<file path="config.mk">
export PLATFORM = sky130hd
export DESIGN_NAME = i2c_cmd_engine
export DESIGN_NICKNAME = d
export VERILOG_FILES = /design/src/rtl/i2c_cmd_pkg.sv /design/src/rtl/i2c_bit_phy.sv /design/src/rtl/i2c_cmd_decoder.sv /design/src/rtl/i2c_cmd_engine.sv
export SDC_FILE = /design/constraint.sdc
export NUM_CORES = 1
export LEC_CHECK = 0
export BUFFER_PORTS_ARGS = -buffer_cell sky130_fd_sc_hd__buf_2
export CAP_MARGIN = 15
export CELL_PAD_IN_SITES_DETAIL_PLACEMENT = 0
export CELL_PAD_IN_SITES_GLOBAL_PLACEMENT = 1
export CORE_MARGIN = 4
export CORE_UTILIZATION = 51
export DETAILED_ROUTE_END_ITERATION = 10
export GPL_TIMING_DRIVEN = 0
export HOLD_SLACK_MARGIN = 0.12
export PLACE_DENSITY = 0.9
export SYNTH_ARGS = -nofsm -noshare
export SYNTH_HDL_FRONTEND = slang
export SYNTH_SLANG_ARGS = --single-unit
</file>
<file path="constraint.sdc">
create_clock -name clk -period 7 [get_ports clk]
set_clock_uncertainty 0.2 [all_clocks]
set_input_delay 1.4 -clock clk [delete_from_list [all_inputs] [get_ports clk]]
set_output_delay 1.4 -clock clk [all_outputs]
set_load 0.1 [all_outputs]
</file>
<file path="src/rtl/i2c_cmd_pkg.sv">
package i2c_cmd_pkg;

  typedef enum logic [1:0] {
    OP_START = 2'd0,
    OP_STOP  = 2'd1,
    OP_XFER  = 2'd2,
    OP_NONE  = 2'd3
  } phy_op_e;

  typedef enum logic [2:0] {
    D_IDLE   = 3'd0,
    D_CMD    = 3'd1,
    D_WDATA  = 3'd2,
    D_WAIT_C = 3'd3,
    D_WAIT_W = 3'd4,
    D_WAIT_R = 3'd5
  } dec_st_e;

  localparam logic [7:0] OPC_OPEN  = 8'hAA;
  localparam logic [7:0] OPC_CLOSE = 8'h00;
  localparam logic [7:0] OPC_START = 8'h74;
  localparam logic [7:0] OPC_STOP  = 8'h75;
  localparam logic [2:0] GRP_WRITE = 3'b100;
  localparam logic [1:0] GRP_READ  = 2'b11;
  localparam logic [5:0] GRP_SPEED = 6'b011000;

  // clock cycles per quarter of an SCL bit for a rate selector
  function automatic int quarter_div(input int clk_hz, input int sel);
    int rate;
    int d;
    case (sel)
      0:       rate = 20000;
      1:       rate = 100000;
      2:       rate = 400000;
      default: rate = 750000;
    endcase
    d = clk_hz / (4 * rate);
    if (d < 1) d = 1;
    return d;
  endfunction

endpackage

</file>
<file path="src/rtl/i2c_bit_phy.sv">
module i2c_bit_phy
  import i2c_cmd_pkg::*;
#(
  parameter int CLK_HZ = 100_000_000
) (
  input  logic       clk,
  input  logic       rst_n,
  input  logic [1:0] speed,
  input  logic       req,
  input  phy_op_e    op,
  input  logic [7:0] wbyte,
  input  logic       rd,
  input  logic       nack,
  input  logic       sda_i,
  output logic       busy,
  output logic       done,
  output phy_op_e    op_act,
  output logic [7:0] rx_byte,
  output logic       ack_rx,
  output logic       scl_oe_n,
  output logic       sda_oe_n
);

  localparam int DIV0  = quarter_div(CLK_HZ, 0);
  localparam int DIV1  = quarter_div(CLK_HZ, 1);
  localparam int DIV2  = quarter_div(CLK_HZ, 2);
  localparam int DIV3  = quarter_div(CLK_HZ, 3);
  localparam int DIV_W = $clog2(DIV0 + 1);

  logic             busy_q, busy_n;
  phy_op_e          op_q, op_n;
  logic [1:0]       ph_q, ph_n;
  logic [3:0]       bit_q, bit_n;
  logic [7:0]       sh_q, sh_n;
  logic             rd_q, rd_n, nack_q, nack_n;
  logic [DIV_W-1:0] cnt_q, cnt_n, div_sel;
  logic             scl_lo_q, scl_lo_n, sda_lo_q, sda_lo_n;
  logic             done_q, done_n, ack_q, ack_n;

  always_comb begin
    case (speed)
      2'd0:    div_sel = DIV_W'(DIV0 - 1);
      2'd1:    div_sel = DIV_W'(DIV1 - 1);
      2'd2:    div_sel = DIV_W'(DIV2 - 1);
      default: div_sel = DIV_W'(DIV3 - 1);
    endcase
  end

  always_comb begin
    busy_n = busy_q; op_n = op_q; ph_n = ph_q; bit_n = bit_q; sh_n = sh_q;
    rd_n = rd_q; nack_n = nack_q; cnt_n = cnt_q; scl_lo_n = scl_lo_q;
    sda_lo_n = sda_lo_q; ack_n = ack_q; done_n = 1'b0;
    if (!busy_q && req) begin
      busy_n = 1'b1; op_n = op; ph_n = 2'd0; bit_n = 4'd0;
      sh_n = rd ? 8'hFF : wbyte; rd_n = rd; nack_n = nack; cnt_n = div_sel;
    end else if (busy_q) begin
      if (cnt_q != '0) begin
        cnt_n = cnt_q - 1'b1;
      end else begin
        cnt_n = div_sel;
        ph_n  = ph_q + 2'd1;
        case (op_q)
          OP_START: case (ph_q)
            2'd0: sda_lo_n = 1'b0;
            2'd1: scl_lo_n = 1'b0;
            2'd2: sda_lo_n = 1'b1;
            default: begin scl_lo_n = 1'b1; busy_n = 1'b0; done_n = 1'b1; end
          endcase
          OP_STOP: case (ph_q)
            2'd0: sda_lo_n = 1'b1;
            2'd1: scl_lo_n = 1'b0;
            2'd2: sda_lo_n = 1'b0;
            default: begin busy_n = 1'b0; done_n = 1'b1; end
          endcase
          default: case (ph_q)
            2'd0: sda_lo_n = (bit_q == 4'd8) ? (rd_q & ~nack_q) : ~sh_q[7];
            2'd1: scl_lo_n = 1'b0;
            2'd2: if (bit_q != 4'd8) sh_n = {sh_q[6:0], sda_i};
                  else ack_n = ~sda_i;
            default: begin
              scl_lo_n = 1'b1;
              if (bit_q == 4'd8) begin busy_n = 1'b0; done_n = 1'b1; end
              else bit_n = bit_q + 4'd1;
            end
          endcase
        endcase
      end
    end
  end

  always_ff @(posedge clk or negedge rst_n) begin
    if (!rst_n) begin
      busy_q <= 1'b0; op_q <= OP_NONE; ph_q <= 2'd0; bit_q <= 4'd0; sh_q <= 8'h00;
      rd_q <= 1'b0; nack_q <= 1'b0; cnt_q <= '0; scl_lo_q <= 1'b0; sda_lo_q <= 1'b0;
      done_q <= 1'b0; ack_q <= 1'b0;
    end else begin
      busy_q <= busy_n; op_q <= op_n; ph_q <= ph_n; bit_q <= bit_n; sh_q <= sh_n;
      rd_q <= rd_n; nack_q <= nack_n; cnt_q <= cnt_n; scl_lo_q <= scl_lo_n;
      sda_lo_q <= sda_lo_n; done_q <= done_n; ack_q <= ack_n;
    end
  end

  assign busy     = busy_q;
  assign done     = done_q;
  assign op_act   = op_q;
  assign rx_byte  = sh_q;
  assign ack_rx   = ack_q;
  assign scl_oe_n = ~scl_lo_q;
  assign sda_oe_n = ~sda_lo_q;

endmodule

</file>
<file path="src/rtl/i2c_cmd_decoder.sv">
module i2c_cmd_decoder
  import i2c_cmd_pkg::*;
#(
  parameter int PKT_BYTES = 32,
  parameter int RD_MAX    = 32
) (
  input  logic       clk,
  input  logic       rst_n,
  input  logic [7:0] in_data,
  input  logic       in_valid,
  output logic       in_ready,
  input  logic       phy_done,
  input  logic [7:0] phy_rx,
  input  logic       phy_ack,
  output logic       req,
  output phy_op_e    op,
  output logic [7:0] wbyte,
  output logic       rd,
  output logic       nack,
  output logic [1:0] speed,
  output logic [7:0] out_data,
  output logic       out_valid,
  output logic       ack_seen
);

  localparam int PW = (PKT_BYTES > 1) ? $clog2(PKT_BYTES) : 1;

  dec_st_e    st_q, st_n;
  logic [PW-1:0] pos_q, pos_n;
  logic [4:0] wcnt_q, wcnt_n;
  logic [5:0] rcnt_q, rcnt_n, rlen;
  logic       end_q, end_n, ack_q, ack_n, ov_q, ov_n;
  logic [1:0] spd_q, spd_n;
  logic [7:0] out_q, out_n, wb_q, wb_n;
  logic       req_q, req_n, rd_q, rd_n, nack_q, nack_n;
  phy_op_e    op_q, op_n;
  logic       acc, last;
  dec_st_e    fin, after;

  assign in_ready = (st_q == D_IDLE) || (st_q == D_CMD) || (st_q == D_WDATA);
  assign acc      = in_valid && in_ready;
  assign last     = (pos_q == PW'(PKT_BYTES - 1));
  assign fin      = end_q ? D_IDLE : D_CMD;
  assign after    = last ? D_IDLE : D_CMD;
  assign rlen     = (in_data[5:0] > 6'(RD_MAX)) ? 6'(RD_MAX) : in_data[5:0];

  always_comb begin
    st_n = st_q; pos_n = pos_q; wcnt_n = wcnt_q; rcnt_n = rcnt_q; end_n = end_q;
    ack_n = ack_q; ov_n = 1'b0; spd_n = spd_q; out_n = out_q; wb_n = wb_q;
    req_n = 1'b0; rd_n = rd_q; nack_n = nack_q; op_n = op_q;
    if (acc) begin
      if (st_q == D_IDLE && in_data == OPC_OPEN) pos_n = PW'(1);
      else pos_n = last ? '0 : pos_q + 1'b1;
    end
    case (st_q)
      D_IDLE: if (acc && in_data == OPC_OPEN) st_n = D_CMD;
      D_CMD: if (acc) begin
        st_n = after;
        if (in_data == OPC_CLOSE) begin
          st_n = D_IDLE;
        end else if (in_data == OPC_START || in_data == OPC_STOP) begin
          req_n = 1'b1; op_n = (in_data == OPC_START) ? OP_START : OP_STOP;
          end_n = last; st_n = D_WAIT_C;
        end else if (in_data[7:2] == GRP_SPEED) begin
          spd_n = in_data[1:0];
        end else if (in_data[7:5] == GRP_WRITE) begin
          if (in_data[4:0] != 5'd0 && !last) begin
            wcnt_n = in_data[4:0]; st_n = D_WDATA;
          end
        end else if (in_data[7:6] == GRP_READ) begin
          req_n = 1'b1; op_n = OP_XFER; rd_n = 1'b1; nack_n = (rlen == 6'd0);
          rcnt_n = (rlen == 6'd0) ? 6'd0 : rlen - 6'd1;
          end_n = last; st_n = D_WAIT_R;
        end
      end
      D_WDATA: if (acc) begin
        req_n = 1'b1; op_n = OP_XFER; rd_n = 1'b0; nack_n = 1'b0; wb_n = in_data;
        wcnt_n = wcnt_q - 5'd1; end_n = last; st_n = D_WAIT_W;
      end
      D_WAIT_C: if (phy_done) st_n = fin;
      D_WAIT_W: if (phy_done) begin
        ack_n = phy_ack;
        st_n  = (wcnt_q == 5'd0 || end_q) ? fin : D_WDATA;
      end
      D_WAIT_R: if (phy_done) begin
        ov_n = 1'b1; out_n = phy_rx;
        if (rcnt_q != 6'd0) begin
          req_n = 1'b1; nack_n = 1'b0; rcnt_n = rcnt_q - 6'd1;
        end else begin
          st_n = fin;
        end
      end
      default: st_n = D_IDLE;
    endcase
  end

  always_ff @(posedge clk or negedge rst_n) begin
    if (!rst_n) begin
      st_q <= D_IDLE; pos_q <= '0; wcnt_q <= 5'd0; rcnt_q <= 6'd0; end_q <= 1'b0;
      ack_q <= 1'b0; ov_q <= 1'b0; spd_q <= 2'd1; out_q <= 8'h00; wb_q <= 8'h00;
      req_q <= 1'b0; rd_q <= 1'b0; nack_q <= 1'b0; op_q <= OP_NONE;
    end else begin
      st_q <= st_n; pos_q <= pos_n; wcnt_q <= wcnt_n; rcnt_q <= rcnt_n; end_q <= end_n;
      ack_q <= ack_n; ov_q <= ov_n; spd_q <= spd_n; out_q <= out_n; wb_q <= wb_n;
      req_q <= req_n; rd_q <= rd_n; nack_q <= nack_n; op_q <= op_n;
    end
  end

  assign req       = req_q;
  assign op        = op_q;
  assign wbyte     = wb_q;
  assign rd        = rd_q;
  assign nack      = nack_q;
  assign speed     = spd_q;
  assign out_data  = out_q;
  assign out_valid = ov_q;
  assign ack_seen  = ack_q;

endmodule

</file>
<file path="src/rtl/i2c_cmd_engine.sv">
module i2c_cmd_engine
  import i2c_cmd_pkg::*;
#(
  parameter int CLK_HZ    = 100_000_000,
  parameter int PKT_BYTES = 32,
  parameter int RD_MAX    = 32
) (
  input  logic       clk,
  input  logic       rst_n,
  input  logic [7:0] in_data,
  input  logic       in_valid,
  output logic       in_ready,
  output logic [7:0] out_data,
  output logic       out_valid,
  input  logic       sda_i,
  output logic       scl_oe_n,
  output logic       sda_oe_n,
  output logic       ack_seen
);

  logic       phy_req, phy_rd, phy_nack, phy_busy, phy_done, phy_ack;
  logic [7:0] phy_wbyte, phy_rx;
  logic [1:0] phy_speed;
  phy_op_e    req_op, phy_op;

  i2c_cmd_decoder #(.PKT_BYTES(PKT_BYTES), .RD_MAX(RD_MAX)) u_dec (
    .clk(clk), .rst_n(rst_n), .in_data(in_data), .in_valid(in_valid),
    .in_ready(in_ready), .phy_done(phy_done), .phy_rx(phy_rx), .phy_ack(phy_ack),
    .req(phy_req), .op(req_op), .wbyte(phy_wbyte), .rd(phy_rd), .nack(phy_nack),
    .speed(phy_speed), .out_data(out_data), .out_valid(out_valid), .ack_seen(ack_seen)
  );

  i2c_bit_phy #(.CLK_HZ(CLK_HZ)) u_phy (
    .clk(clk), .rst_n(rst_n), .speed(phy_speed), .req(phy_req), .op(req_op),
    .wbyte(phy_wbyte), .rd(phy_rd), .nack(phy_nack), .sda_i(sda_i),
    .busy(phy_busy), .done(phy_done), .op_act(phy_op), .rx_byte(phy_rx),
    .ack_rx(phy_ack), .scl_oe_n(scl_oe_n), .sda_oe_n(sda_oe_n)
  );

endmodule

</file>
# After elaboration in Yosys (flattened, before gate mapping)
# Cells that the tools add are included.
# Widths: inputs -> output; s select.
dict set report totals {
  latch_bits 0
  reg_bits 79
  ram_bits 0
  rom_bits 0
  mem_count 0
}
dict set report classes {
  n_shift 0
  n_bitwise 12
  eq_ne 45
  n_div 0
  multipliers 0
  muxes 126
  addsub 7
  n_reduce_logical 47
  magnitude_cmp 1
}
# cell n
set ops {}
lappend ops {{$mux 6} 10}
lappend ops {{$mux 8} 7}
lappend ops {{$mux 1} 54}
lappend ops {{$mux 5} 9}
lappend ops {{$mux 3} 14}
lappend ops {{$mux 11} 3}
lappend ops {{$pmux 11 s3} 1}
lappend ops {{$mux 4} 6}
lappend ops {{$ne 2x1->1 const B} 12}
lappend ops {{$mux 2} 10}
lappend ops {{$reduce_and 5->1} 4}
lappend ops {{$ne 2x2->1 const B} 9}
lappend ops {{$pmux 3 s6} 1}
lappend ops {{$eq 8x7->1 const B} 2}
lappend ops {{$reduce_and 8->1} 2}
lappend ops {{$reduce_and 7->1} 2}
lappend ops {{$pmux 1 s2} 6}
lappend ops {{$pmux 6 s2} 1}
lappend ops {{$reduce_and 6->1} 2}
lappend ops {{$sub 6x1->6 const B} 2}
lappend ops {{$not 1->1} 11}
lappend ops {{$reduce_bool 11->1} 1}
lappend ops {{$sub 11x1->11 const B} 1}
lappend ops {{$pmux 5 s2} 1}
lappend ops {{other kinds (37)} 67}

# Logic depth before layout (Yosys ltp)
dict set report depth {
  depth_word 11
  ltp_mapped 8
  ltp_nobuf 8
}

# By module
# Synthesis repeated with hierarchy kept, for this count alone.
dict set report unflattened {
  hier_cells 499
  hier_area_um2 4879.7
}
# module area_each_um2 cells_per_inst seq_area_each_um2 n_inst
set by_module_without_submodules {}
lappend by_module_without_submodules {i2c_cmd_decoder 2778.9 274 1129.8 1}
lappend by_module_without_submodules {i2c_bit_phy 2100.8 225 853.3 1}

# Least setup slack after synthesis
# Ideal clock, no wire load.
dict set report synth_path {
  kind {reg-to-output}
  from {register u_dec.st_q[2]}
  to {output port in_ready}
  path_slack_ns 3.310
  path_stages_with_launch 3
  required_ns 5.400
  arrival_ns 2.090
  n_path_buf 1
  path_cell_list {dfrtp_1 -> clkbuf_1 -> a21oi_1}
}
dict set report synth_via {
  elab_chain_cells 3
  elab_cells_between_ends 5
  classes_between {eq/ne (2); reduce/logical (3)}
}
# item line_no
set synth_lines {}
lappend synth_lines {{start: declaration} i2c_cmd_decoder.sv:28} ;# dec_st_e st_q, st_n;
lappend synth_lines {{start signal: assignment} i2c_cmd_decoder.sv:103} ;# st_q <= st_n; pos_q <= pos_n; wcnt_q <= wcnt_n; rcnt_q <= rcnt_n; end_q <= end_n;
lappend synth_lines {{$eq 3x1->1 or $logic_not 3->1 (tied branches)} i2c_cmd_decoder.sv:40} ;# assign in_ready = (st_q == D_IDLE) || (st_q == D_CMD) || (st_q == D_WDATA);
lappend synth_lines {{$logic_or 1x1->1} i2c_cmd_decoder.sv:40}
lappend synth_lines {{$logic_or 1x1->1 *} i2c_cmd_decoder.sv:40}
lappend synth_lines {{end: declaration} i2c_cmd_engine.sv:12} ;# output logic in_ready,
# Every way passes the cells marked *; elsewhere a longest branch is shown, timed or not.

# Final worst setup path
# Ends and elaborated chain as after synthesis.

==> run metrics <==
Seq/Total Area, Yosys 0.442; Routed WL 10300 um; Post-Synth Adder-Cell Area 0.0530; hold buffer count at CTS 0; DR iter-0 viols 216; critical path arrival 1.90 ns; wire length per cell 16.6 um; fill count 738; PwrDens 324 nW/um2; Design Area, Final 4960 um2; Initial Util 0.535; setup TNS 0 ns; vias per inst 5.91; Synth Cell Area 4480 um2; TritonCTS Buffers 9; Ports 25; Final Setup Violations 0; Final HPWL DP 7430 um; Hold Path Stages 2; Synth Area in Compound Gates 0.164; Slew headroom 0.541; Port Buf Inserts 20; Final min period 3.50 ns; fin worst setup slack 3.50 ns; Syn Inst Count 480; Final Hold Fails 0; worst vdd ir 0.146 mV; clock sink count 79; share of layout cells above drive strength 1 0.157; final core occ 0.591; Async SR Flop Fraction 1.00; largest cells by area after synthesis dfrtp_1, mux2_2, ha_1, nand2_1, nor2_1; Synth cell types 63; gpl congestion 0.880; synth warn 0; die area 10400 um2; worst flop-to-flop path endpoint u_dec.wcnt_q[3]; number of global-route vias before repair 3555; setup bufs post-CTS 0; ANT nets after route 0; storage element area 1980 um2; FMAX 0.285 GHz; pre-CTS setup slack 3.42 ns; ys flop type dfrtp_1; P_leak 2.31 nW; Yosys reg bits 79; multi-input logic area 2320 um2; cell with the most instances after synthesis dfrtp_1; simple-gate share of the synthesized area 0.206; Post-synth top cells dfrtp_1, nand2_1, nor2_1, o21ai_0, a21oi_1; Slew Viols, Final 0; total number of vias 3678; Worst Tran Pin Value 0.683 ns; CTS root buf clkbuf_8; first-pass GRT wire length 17600 um; RSZ-0062 raised after global routing no; clk buf depth 2; antenna violations before repair 0; worst path required time 5.40 ns; Max Cap Viol 0; Synth top area share 0.413; R2R cell count 8; post-synthesis xor/xnor area fraction 0.0137; H-tree Lvls 3; Area Growth Syn to Fin 10.5%; Die Ht 102 um; Tcrit/Tclk final 0.500; residual DRC count 0; floorplan row count 33; Crit Path Class reg2out; Crit. Startpoint u_dec.st_q[2]; Floorplan Core Area 8380 um2; CTS clk-pin slew, worst paths 0.09 ns; clock tree from TritonCTS done; Antenna Cells 0; combinational family with the most area after synthesis simple AND/OR/NAND/NOR gates; Overflow after GRT 0; r2r setup slk 4.12 ns; Hold Crit Class reg2reg; hold slack 0.262 ns; Die X 102 um; number of gates resized after CTS 0; pin count of the biggest net entering global routing 59; critical path peak fanout 10; CP endpoint kind output port; CP endpoint in_ready; Nets 543; Syn Area/Cell 9.34 um2; post-synthesis mux area share 0.0820; Mapped Nets 511; Total Routing Usage GR 0.214; Area after DPL 4750 um2; origin of the critical flop-to-flop path u_dec.pos_q[0]; area leader, netlist dfrtp_1; 1st-pass router iterations 5; EDFF count, synth 0; startpoint types flop; outcome completed; Worst-Skew Late Latency 0.35 ns
[where the power goes]
part           internal [mW]  switching (mW)
clock                  0.173           0.190
combinational          0.219           0.310
sequential             0.597           0.117
[worst min path at each step]
stage,start,endpoint,slack (ns)
floorplan,u_dec.op[0],u_phy.op_act[0],0.23
global placement,u_dec.op[0],u_phy.op_act[0],0.25
detailed placement,u_dec.op[0],u_phy.op_act[0],0.25
CTS,u_dec.op[0],u_phy.op_act[0],0.27
global route,u_dec.op[0],u_phy.op_act[0],0.28
finish,u_dec.op[0],u_phy.op_act[0],0.26
[cells by family (layout without fill, tap and decap cells)]
group / Yosys count / in the layout
buffers and inverters: 45 / 82
XOR/XNOR: 7 / 7
adder cells (fa/ha/maj): 19 / 19
AO/OA/AOI/OAI: 115 / 115
flip-flops: 79 / 79
AND/OR/NAND/NOR: 181 / 181
multiplexers: 34 / 34
[layer usage]
layer  wire, um  GRT usage
met1       4810      0.303
met2       4810      0.336
met3        502     0.0441
met4        185     0.0562
met5          0          0
[cell type report]
| type | count | share of cell area |
|---|---|---|
| multi-input cells | 356 | 0.469 |
| flip-flops and latches | 79 | 0.400 |
| well taps | 105 | 0.0265 |
| repair buffers | 21 | 0.0263 |
| clock buffers | 9 | 0.0250 |
| inverters | 24 | 0.0182 |
| clock inverters | 7 | 0.0174 |
| plain buffers | 21 | 0.0174 |
[flip-flops by register name, summed over array words and instances, names as in the netlist, 4 cells and up]
register	flops
u_dec.out_data	8
u_dec.wcnt_q	5
u_phy.bit_q	4
u_phy.cnt_q	11
u_phy.rx_byte	8
u_dec.pos_q	5
u_dec.rcnt_q	6
u_dec.wbyte	8
[worst max-delay path, stage by stage (launching register included)]
cell and delay, ns:
dfrtp_1 0.39, clkbuf_1 0.25, a21oi_1 0.40, buf_2 0.51
[per-stage QoR]
| stage | cells | power, mW |
|---|---|---|
| CTS | 622 | 1.62 |
| floorplan | 480 | 1.10 |
| detailed placement | 606 | 1.25 |
| finish | 622 | 1.61 |
| global route | 622 | 1.73 |
| global placement | 605 | 1.22 |
[cell usage in the layout (no fill, tap or decap), drive strengths merged, types with 9 or more instances in the layout]
| cell | n |
|---|---|
| a21oi | 35 |
| buf | 29 |
| clkbuf | 22 |
| dfrtp | 74 |
| ha | 19 |
| inv | 28 |
| mux2 | 22 |
| mux2i | 12 |
| nand2 | 54 |
| nand3 | 10 |
| nor2 | 52 |
| nor3 | 9 |
| o21ai | 37 |
| or3 | 13 |
No activity file was read; power rests on OpenSTA's default activity.
